--- src/rtl/vga_sync_pkg.sv ---
package vga_sync_pkg;

  // Strobes passed from the timebase control to the output datapath.
  typedef struct packed {
    logic usTick;    // last clock of the current microsecond
    logic lineHead;  // horizontal count is zero this cycle
  } syncStrobes_t;

endpackage

--- src/rtl/vga_sync_ctrl.sv ---
module vga_sync_ctrl
  import vga_sync_pkg::*;
#(
  parameter int LINE_CYCLES = 3177,
  parameter int TICK_DIV    = 100,
  localparam int HW = $clog2(LINE_CYCLES),
  localparam int TW = $clog2(TICK_DIV)
) (
  input  logic          clk,
  input  logic          rstN,
  output logic [HW-1:0] hCount,
  output syncStrobes_t  strobes
);

  localparam logic [HW-1:0] H_LAST = HW'(LINE_CYCLES - 1);
  localparam logic [TW-1:0] T_LAST = TW'(TICK_DIV - 1);

  logic [TW-1:0] tickCnt;

  // Microsecond prescaler: one enable per TICK_DIV clocks, no derived clock.
  always_ff @(posedge clk or negedge rstN) begin
    if (!rstN) begin
      tickCnt <= '0;
    end else if (tickCnt == T_LAST) begin
      tickCnt <= '0;
    end else begin
      tickCnt <= tickCnt + 1'b1;
    end
  end

  // Horizontal position in system clocks.
  always_ff @(posedge clk or negedge rstN) begin
    if (!rstN) begin
      hCount <= '0;
    end else if (hCount == H_LAST) begin
      hCount <= '0;
    end else begin
      hCount <= hCount + 1'b1;
    end
  end

  always_comb begin
    strobes.usTick   = (tickCnt == T_LAST);
    strobes.lineHead = (hCount == '0);
  end

  AST_TICK_SINGLE: assert property (@(posedge clk) disable iff (!rstN)
    strobes.usTick |=> !strobes.usTick);

endmodule

--- src/rtl/vga_sync_datapath.sv ---
module vga_sync_datapath
  import vga_sync_pkg::*;
#(
  parameter int LINE_CYCLES   = 3177,
  parameter int ACTIVE_CYCLES = 2560,
  parameter int HSYNC_FIRST   = 2611,
  parameter int HSYNC_STOP    = 2988,
  parameter int FRAME_TICKS   = 16784,
  parameter int VACTIVE_TICKS = 15250,
  parameter int VSYNC_FIRST   = 15700,
  parameter int VSYNC_STOP    = 15764,
  localparam int HW = $clog2(LINE_CYCLES),
  localparam int VW = $clog2(FRAME_TICKS)
) (
  input  logic          clk,
  input  logic          rstN,
  input  logic [HW-1:0] hCount,
  input  syncStrobes_t  strobes,
  output logic          hsync,
  output logic          vsync,
  output logic          hblank,
  output logic          vblank,
  output logic          lineStart,
  output logic          frameStart
);

  localparam logic [HW-1:0] H_ACT  = HW'(ACTIVE_CYCLES);
  localparam logic [HW-1:0] H_SYA  = HW'(HSYNC_FIRST);
  localparam logic [HW-1:0] H_SYB  = HW'(HSYNC_STOP);
  localparam logic [VW-1:0] V_LAST = VW'(FRAME_TICKS - 1);
  localparam logic [VW-1:0] V_ACT  = VW'(VACTIVE_TICKS);
  localparam logic [VW-1:0] V_SYA  = VW'(VSYNC_FIRST);
  localparam logic [VW-1:0] V_SYB  = VW'(VSYNC_STOP);

  logic [VW-1:0] vCount;

  // Frame position in microseconds.
  always_ff @(posedge clk or negedge rstN) begin
    if (!rstN) begin
      vCount <= '0;
    end else if (strobes.usTick) begin
      if (vCount == V_LAST) vCount <= '0;
      else                  vCount <= vCount + 1'b1;
    end
  end

  // Registered decode keeps all six outputs on the same clock.
  always_ff @(posedge clk or negedge rstN) begin
    if (!rstN) begin
      hsync      <= 1'b1;
      vsync      <= 1'b1;
      hblank     <= 1'b0;
      vblank     <= 1'b0;
      lineStart  <= 1'b0;
      frameStart <= 1'b0;
    end else begin
      hsync      <= !((hCount >= H_SYA) && (hCount < H_SYB));
      hblank     <= (hCount >= H_ACT);
      vsync      <= !((vCount >= V_SYA) && (vCount < V_SYB));
      vblank     <= (vCount >= V_ACT);
      lineStart  <= strobes.lineHead;
      frameStart <= strobes.lineHead && (vCount == '0);
    end
  end

  AST_VCOUNT_HOLD: assert property (@(posedge clk) disable iff (!rstN)
    !strobes.usTick |=> $stable(vCount));
  AST_LINE_ONE_CYCLE: assert property (@(posedge clk) disable iff (!rstN)
    lineStart |=> !lineStart);
  AST_FRAME_ON_LINE: assert property (@(posedge clk) disable iff (!rstN)
    frameStart |-> lineStart);
  AST_HSYNC_DARK: assert property (@(posedge clk) disable iff (!rstN)
    !hsync |-> hblank);
  AST_VSYNC_DARK: assert property (@(posedge clk) disable iff (!rstN)
    !vsync |-> vblank);

endmodule

--- src/rtl/vga_time_sync.sv ---
module vga_time_sync
  import vga_sync_pkg::*;
#(
  parameter int LINE_CYCLES   = 3177,
  parameter int ACTIVE_CYCLES = 2560,
  parameter int HSYNC_FIRST   = 2611,
  parameter int HSYNC_STOP    = 2988,
  parameter int TICK_DIV      = 100,
  parameter int FRAME_TICKS   = 16784,
  parameter int VACTIVE_TICKS = 15250,
  parameter int VSYNC_FIRST   = 15700,
  parameter int VSYNC_STOP    = 15764
) (
  input  logic clk,
  input  logic rstN,
  output logic hsync,
  output logic vsync,
  output logic hblank,
  output logic vblank,
  output logic lineStart,
  output logic frameStart
);

  localparam int HW = $clog2(LINE_CYCLES);

  logic [HW-1:0] hCount;
  syncStrobes_t  strobes;

  vga_sync_ctrl #(
    .LINE_CYCLES(LINE_CYCLES),
    .TICK_DIV   (TICK_DIV)
  ) u_ctrl (
    .clk    (clk),
    .rstN   (rstN),
    .hCount (hCount),
    .strobes(strobes)
  );

  vga_sync_datapath #(
    .LINE_CYCLES  (LINE_CYCLES),
    .ACTIVE_CYCLES(ACTIVE_CYCLES),
    .HSYNC_FIRST  (HSYNC_FIRST),
    .HSYNC_STOP   (HSYNC_STOP),
    .FRAME_TICKS  (FRAME_TICKS),
    .VACTIVE_TICKS(VACTIVE_TICKS),
    .VSYNC_FIRST  (VSYNC_FIRST),
    .VSYNC_STOP   (VSYNC_STOP)
  ) u_dp (
    .clk       (clk),
    .rstN      (rstN),
    .hCount    (hCount),
    .strobes   (strobes),
    .hsync     (hsync),
    .vsync     (vsync),
    .hblank    (hblank),
    .vblank    (vblank),
    .lineStart (lineStart),
    .frameStart(frameStart)
  );

endmodule

--- config.mk ---
export PLATFORM = sky130hd
export DESIGN_NAME = vga_time_sync
export DESIGN_NICKNAME = d
export VERILOG_FILES = /design/src/rtl/vga_sync_pkg.sv /design/src/rtl/vga_sync_ctrl.sv /design/src/rtl/vga_sync_datapath.sv /design/src/rtl/vga_time_sync.sv
export SDC_FILE = /design/constraint.sdc
export NUM_CORES = 1
export LEC_CHECK = 0
export BUFFER_PORTS_ARGS = -buffer_cell sky130_fd_sc_hd__buf_2
export CELL_PAD_IN_SITES_DETAIL_PLACEMENT = 1
export CELL_PAD_IN_SITES_GLOBAL_PLACEMENT = 1
export CORE_MARGIN = 2
export CORE_UTILIZATION = 43
export DETAILED_ROUTE_END_ITERATION = 6
export HOLD_SLACK_MARGIN = 0.03
export PLACE_DENSITY_LB_ADDON = 0.25
export SLEW_MARGIN = 15
export SYNTH_ARGS = -nofsm -noshare
export SYNTH_HDL_FRONTEND = slang
export SYNTH_SLANG_ARGS = --single-unit
--- constraint.sdc ---
create_clock -name clk -period 1.48 [get_ports clk]
set_input_delay 0.444 -clock clk [delete_from_list [all_inputs] [get_ports clk]]
set_output_delay 0.444 -clock clk [all_outputs]
set_load 0.005 [all_outputs]
# After elaboration in Yosys (flattened, before gate mapping)
# Cells that the tools add are included.
[word_totals]
ff_bits = 40
inputBits = 2
word_cells = 31
[op_classes]
n_addsub = 3
n_lt_le_gt_ge = 6
eq_ne = 3
n_mux = 3
n_reduce_logical = 7
[ops]
columns = ["cell", "count"]
rows = [
  ["greater-or-equal comparator 15 x 14 -> 1 bit (second input constant)", 2],
  ["greater-or-equal comparator 12 bit (second input constant)", 2],
  ["adder 15 x 1 -> 15 bit (second input constant)", 1],
  ["== test 15 bit (second input constant)", 1],
  ["logical NOT 15 bit", 1],
  ["less-than comparator 15 x 14 -> 1 bit (second input constant)", 1],
  ["two-way mux 15 bit", 1],
  ["adder 12 x 1 -> 12 bit (second input constant)", 1],
  ["== test 12 bit (second input constant)", 1],
  ["logical NOT 12 bit", 1],
  ["less-than comparator 12 bit (second input constant)", 1],
  ["two-way mux 12 bit", 1],
  ["adder 7 x 1 -> 7 bit (second input constant)", 1],
  ["== test 7 bit (second input constant)", 1],
  ["two-way mux 7 bit", 1],
  ["logical AND 1 bit", 3],
  ["logical NOT 1 bit", 2],
]

# Depth between registers and ports, before layout
[depth]
ltp_word = 3
depth_mapped = 7

# By module
# From an unflattened synthesis, not the netlist that was laid out.
[hier_totals]
cells_unflattened = 189
hier_area_um2 = 1980.6
[modules_own_cells]
columns = ["module", "n_inst", "cells_each", "area_each_um2", "seq_area_each_um2"]
rows = [
  ["vga_sync_datapath", 1, 105, 1079.8, 528.0],
  ["vga_sync_ctrl", 1, 84, 900.9, 475.5],
]

# Worst setup path after synthesis
# Ideal clock, no wire load.
[synth_timing]
path_type = "flip-flop to flip-flop"
startpoint = "reg u_ctrl.tickCnt[0]"
endpoint = "reg u_dp.vCount[14]"
arrival_time_ps = 1461
required_ps = 1407
path_slack_ps = -54
path_stages_with_launch = 6
period_less_slack_ps = 1534
cell_sequence = "dfrtp_1 ha_1 and4bb_4 nand4_4 or3_1 a21oi_2"
[synth_via]
elab_chain_cells = 1
[synth_rtl]
columns = ["element", "line", "source"]
rows = [
  ["start, declared", "vga_sync_ctrl.sv:18", "logic [TW-1:0] tickCnt;"],
  ["start signal, assigned", "vga_sync_ctrl.sv:27", "tickCnt <= tickCnt + 1'b1;"],
  ["== test 7 bit", "vga_sync_ctrl.sv:43", "strobes.usTick = (tickCnt == T_LAST);"],
  ["end signal, assigned", "vga_sync_datapath.sv:43", "else vCount <= vCount + 1'b1;"],
  ["end, declared", "vga_sync_datapath.sv:35", "logic [VW-1:0] vCount;"],
]
# Every way passes these cells.
# A chain may end at the register's enable or synchronous reset.

# Final worst setup path
# Ends and elaborated chain as after synthesis.

==> run_results.csv <==
group,metric,value,unit
status,status,"finished with violations",
status,violations,"design-rule violations, negative setup slack",
pwr,clkPwrFrac,38.0,%
pwr,switching_power,386.0,uW
detailed_routing,wire_per_inst,18.22,um
detailed_routing,via_per_inst,5.729,
pwr,p_comb_share,1.7,%
placement,place.gp.congestion,0.8679,
worst_setup_path,startpoint_type,"flip-flop",
yosys,synth_top_area_share,47.09,%
worst_setup_path,cp_cell_sequence,"ha_4 > and4bb_4 > nand4_4 > or3_4 > a21oi_2",
placement,dp_cells,278,
cells_and_area,layout.nets,248,
die,die_area,5261,um^2
grt,grt_max_degree,21,
worst_setup_path,critPathKind,"reg -> reg",
clocking,cts_tree,"done",
worst_setup_path,critPathSlowestCell,"dfrtp_1",
pwr,vdd_drop_max,0.3962,mV
yosys,syn_avg_cell_area,10.36,um^2
detailed_routing,vias,1673,
worst_setup_path,startpoint,"u_ctrl.tickCnt[0]$_DFF_PN0_",
timing,hold_viol,0,
grt,grt_pass1_wl,8576,um
yosys,synth_fp_nets,203,
detailed_routing,wl_met1,2164,um
worst_setup_path,ff2ff_path_depth,5,
worst_setup_path,cp_max_fo,5,
cells_and_area,area_growth,28.62,%
timing,setup_viol_count_final,1,
pwr,switching_share,21.31,%
clocking,cts-root-to-sink-buffers,2,
placement,place_area,2333,um^2
timing,tightest_slew,0.4994,ns
pwr,seqPwrFrac,60.3,%
clocking,cts_root_buf,"clkbuf_8",
clocking,cts.sinks,40,
cells_and_area,finalNonFillerCells,292,
worst_setup_path,r2r-start,"u_ctrl.tickCnt[0]$_DFF_PN0_",
detailed_routing,drtAntennaViolNets,0,
die,die_w,72.53,um
yosys,synth_seq_cells,40,
worst_setup_path,r2r_slack,-0.006,ns
cells_and_area,final_common_cell,"dfrtp_1",
timing,fmax,672.8,MHz
timing,fin_crit,1.486,ns
clocking,path_clk_slew,0.08,ns
detailed_routing,remaining_drc_errors,2,
detailed_routing,wl,5321,um
clocking,clock_latency,0.30,ns
die,rows,24,
worst_setup_path,crit_buf_inv,0,
yosys,ys.warnings.count,0,
timing,setup_slack,-0.006404,ns
die,start_util,45.44,%
worst_setup_path,worstPathRequired,1.70,ns
cells_and_area,insertedDiodeCount,0,
detailed_routing,highest_layer,"met4",
flow_run,cap_violations,0,
timing,slew_headroom,66.71,%
grt,antenna_found_initial,0,
worst_setup_path,cp.depth,5,
die,ios,8,
detailed_routing,dr_wl_met3,104,um
detailed_routing,met2_length,2943,um
yosys,synth_edf_count,0,
detailed_routing,dr.first_iter.drc_count,67,
yosys,syn_area,2019,um^2
grt,grt_use_total,21.39,%
yosys,syn_inst,195,
placement,portBuffers,7,
pwr,p_leak,0.001234,uW
cells_and_area,finish.instance_area,2597,um^2
worst_setup_path,critPathArrivalTime,1.71,ns
cells_and_area,layout_common_cells,"dfrtp_1 (38), buf_4 (32), xnor2_1 (12)",
worst_setup_path,crit_path_max_incr_delay,0.41,ns
die,die_y,72.53,um
pwr,pwr_density_cell,697.3,nW/um^2
detailed_routing,dr.pass1.iters,6,
yosys,synth_seq_area_share,49.69,%
worst_setup_path,crit_family,"simple AND/OR/NAND/NOR gates",
grt,grt-ovfl-total,0,
yosys,yosysUniqueCellTypes,46,
yosys,yosysTopAreaCell,"dfrtp_1",
clocking,holdBufCountCts,0,
die,core_area,4444,um^2
worst_setup_path,reg2reg_to,"u_dp.vCount[14]$_DFFE_PN0N_",
pwr,power.internal,1425,uW
yosys,synthTopCellsByArea,"dfrtp_1 (47%), xnor2_1 (5.2%), and3_1 (3.7%), ha_1 (3.7%), xor2_1 (3.0%)",
yosys,ys_async_sr_fraction,100.0,%
grt,grt_pass1_vias,1800,
placement,dp_hpwl,3652,um
worst_setup_path,end_kind,"flip-flop",
timing,period_share,100.4,%
clocking,cts_buffers,5,
placement,post-place-ws,-0.1001,ns
timing,slew_violations,0,
yosys,synth_flop_cell,"dfrtp_1",
cells_and_area,layout-drive-gt1-share,35.00,%
clocking,cts_max_level,2,
timing,rsz0062_at_grt,"yes",
min_path,hold_class,"in -> async",
timing,finClkSkew,0.01016,ns
==> power by group through the flow <==
stage / registers (uW) / clock network [uW] / logic (uW)
finish: 1090 / 688 / 30.9
global route: 1090 / 752 / 34.9
CTS: 1090 / 703 / 32.5
detailed placement: 1110 / 0 / 32.4
global placement: 1110 / 0 / 31.3
floorplan: 1110 / 0 / 0.000447
==> cell families after synthesis <==
| kind of cell | after synthesis | synth area share, % |
|---|---|---|
| XOR/XNOR | 19 | 8.240 |
| adder cells (fa/ha/maj) | 6 | 3.717 |
| AND/OR/NAND/NOR | 90 | 26.46 |
| AO/OA/AOI/OAI | 28 | 8.737 |
| multiplexers | 1 | 0.4957 |
| flip-flops | 40 | 49.69 |
| buffers and inverters | 11 | 2.664 |
==> cell usage after synthesis, drive strengths merged (2+ instances only) <==
cell and instances:
dfrtp 38, nor2 16, and3 12, nand2 12, nand3 12, xnor2 12, a21oi 8, o21ai 8
xor2 7, ha 6, inv 6, nand2b 6, and4 5, buf 4, nand4 4, nor3 4
nor4 4, a21o 3, and2 2, dfstp 2, nor2b 2, nor3b 2, or3 2
==> per-layer routing <==
layer,track usage (%),up-vias
met5,0,-
met4,7.407,0
met3,3.889,10
met2,40.71,18
met1,23.52,862
li1,-,783
==> sequential cells by signal, indices dropped and copies added, names as in the netlist <==
signal	cells
u_dp.vCount	15
u_dp.frameStart	1
u_dp.vsync	1
u_ctrl.hCount	12
u_dp.hsync	1
u_ctrl.tickCnt	7
u_dp.lineStart	1
u_dp.vblank	1
u_dp.hblank	1
==> metrics by stage <==
step           hold WS, ns  util, %  power, uW   TNS [ns]
3_3_place_gp        0.4261    52.51       1145    -0.1183
2_1_floorplan       0.1484        -       1114  -0.006227
3_5_place_dp        0.4362    52.51       1146    -0.5550
6_report            0.1010    58.45       1811  -0.006404
4_1_cts             0.1135    55.52       1828   -0.01515
5_1_grt             0.1213    58.45       1879    -0.8599
==> worst max path at each step <==
stage	endpoint	slack, ns
after floorplan	u_dp.vCount[14]$_DFFE_PN0N_	-0.006
after global placement	u_dp.vCount[9]$_DFFE_PN0N_	-0.03
after detailed placement	u_dp.vCount[5]$_DFFE_PN0N_	-0.10
after CTS	u_dp.vCount[14]$_DFFE_PN0N_	-0.02
after global routing	u_ctrl.hCount[6]$_DFF_PN0_	-0.08
final	u_dp.vCount[14]$_DFFE_PN0N_	-0.006
==> what timing repair did <==
action,CTS,global route
buffers inserted,2,4
gates cloned,1,0
gates resized for setup,9,30
setup endpoints to repair,20,26
pin swaps,3,13
==> worst register-to-register path: cells and delay by family (launching register included) <==
family	cells	cell delay (ns)
and+or+nand+nor	3	0.72
DFF	1	0.41
adders and majority gates	1	0.16
AOI/OAI and AO/OA	1	0.12
==> area by class of cell <==
| type | count | area [um^2] |
|---|---|---|
| clock buffer | 7 | 76.32 |
| inverter | 6 | 22.52 |
| fill | 498 | 1847 |
| tap | 52 | 65.06 |
| multi-input combinational | 145 | 1112 |
| timing repair buffer | 42 | 317.8 |
| sequential | 40 | 1003 |
Note: power is estimated with default switching activity, not from simulation.
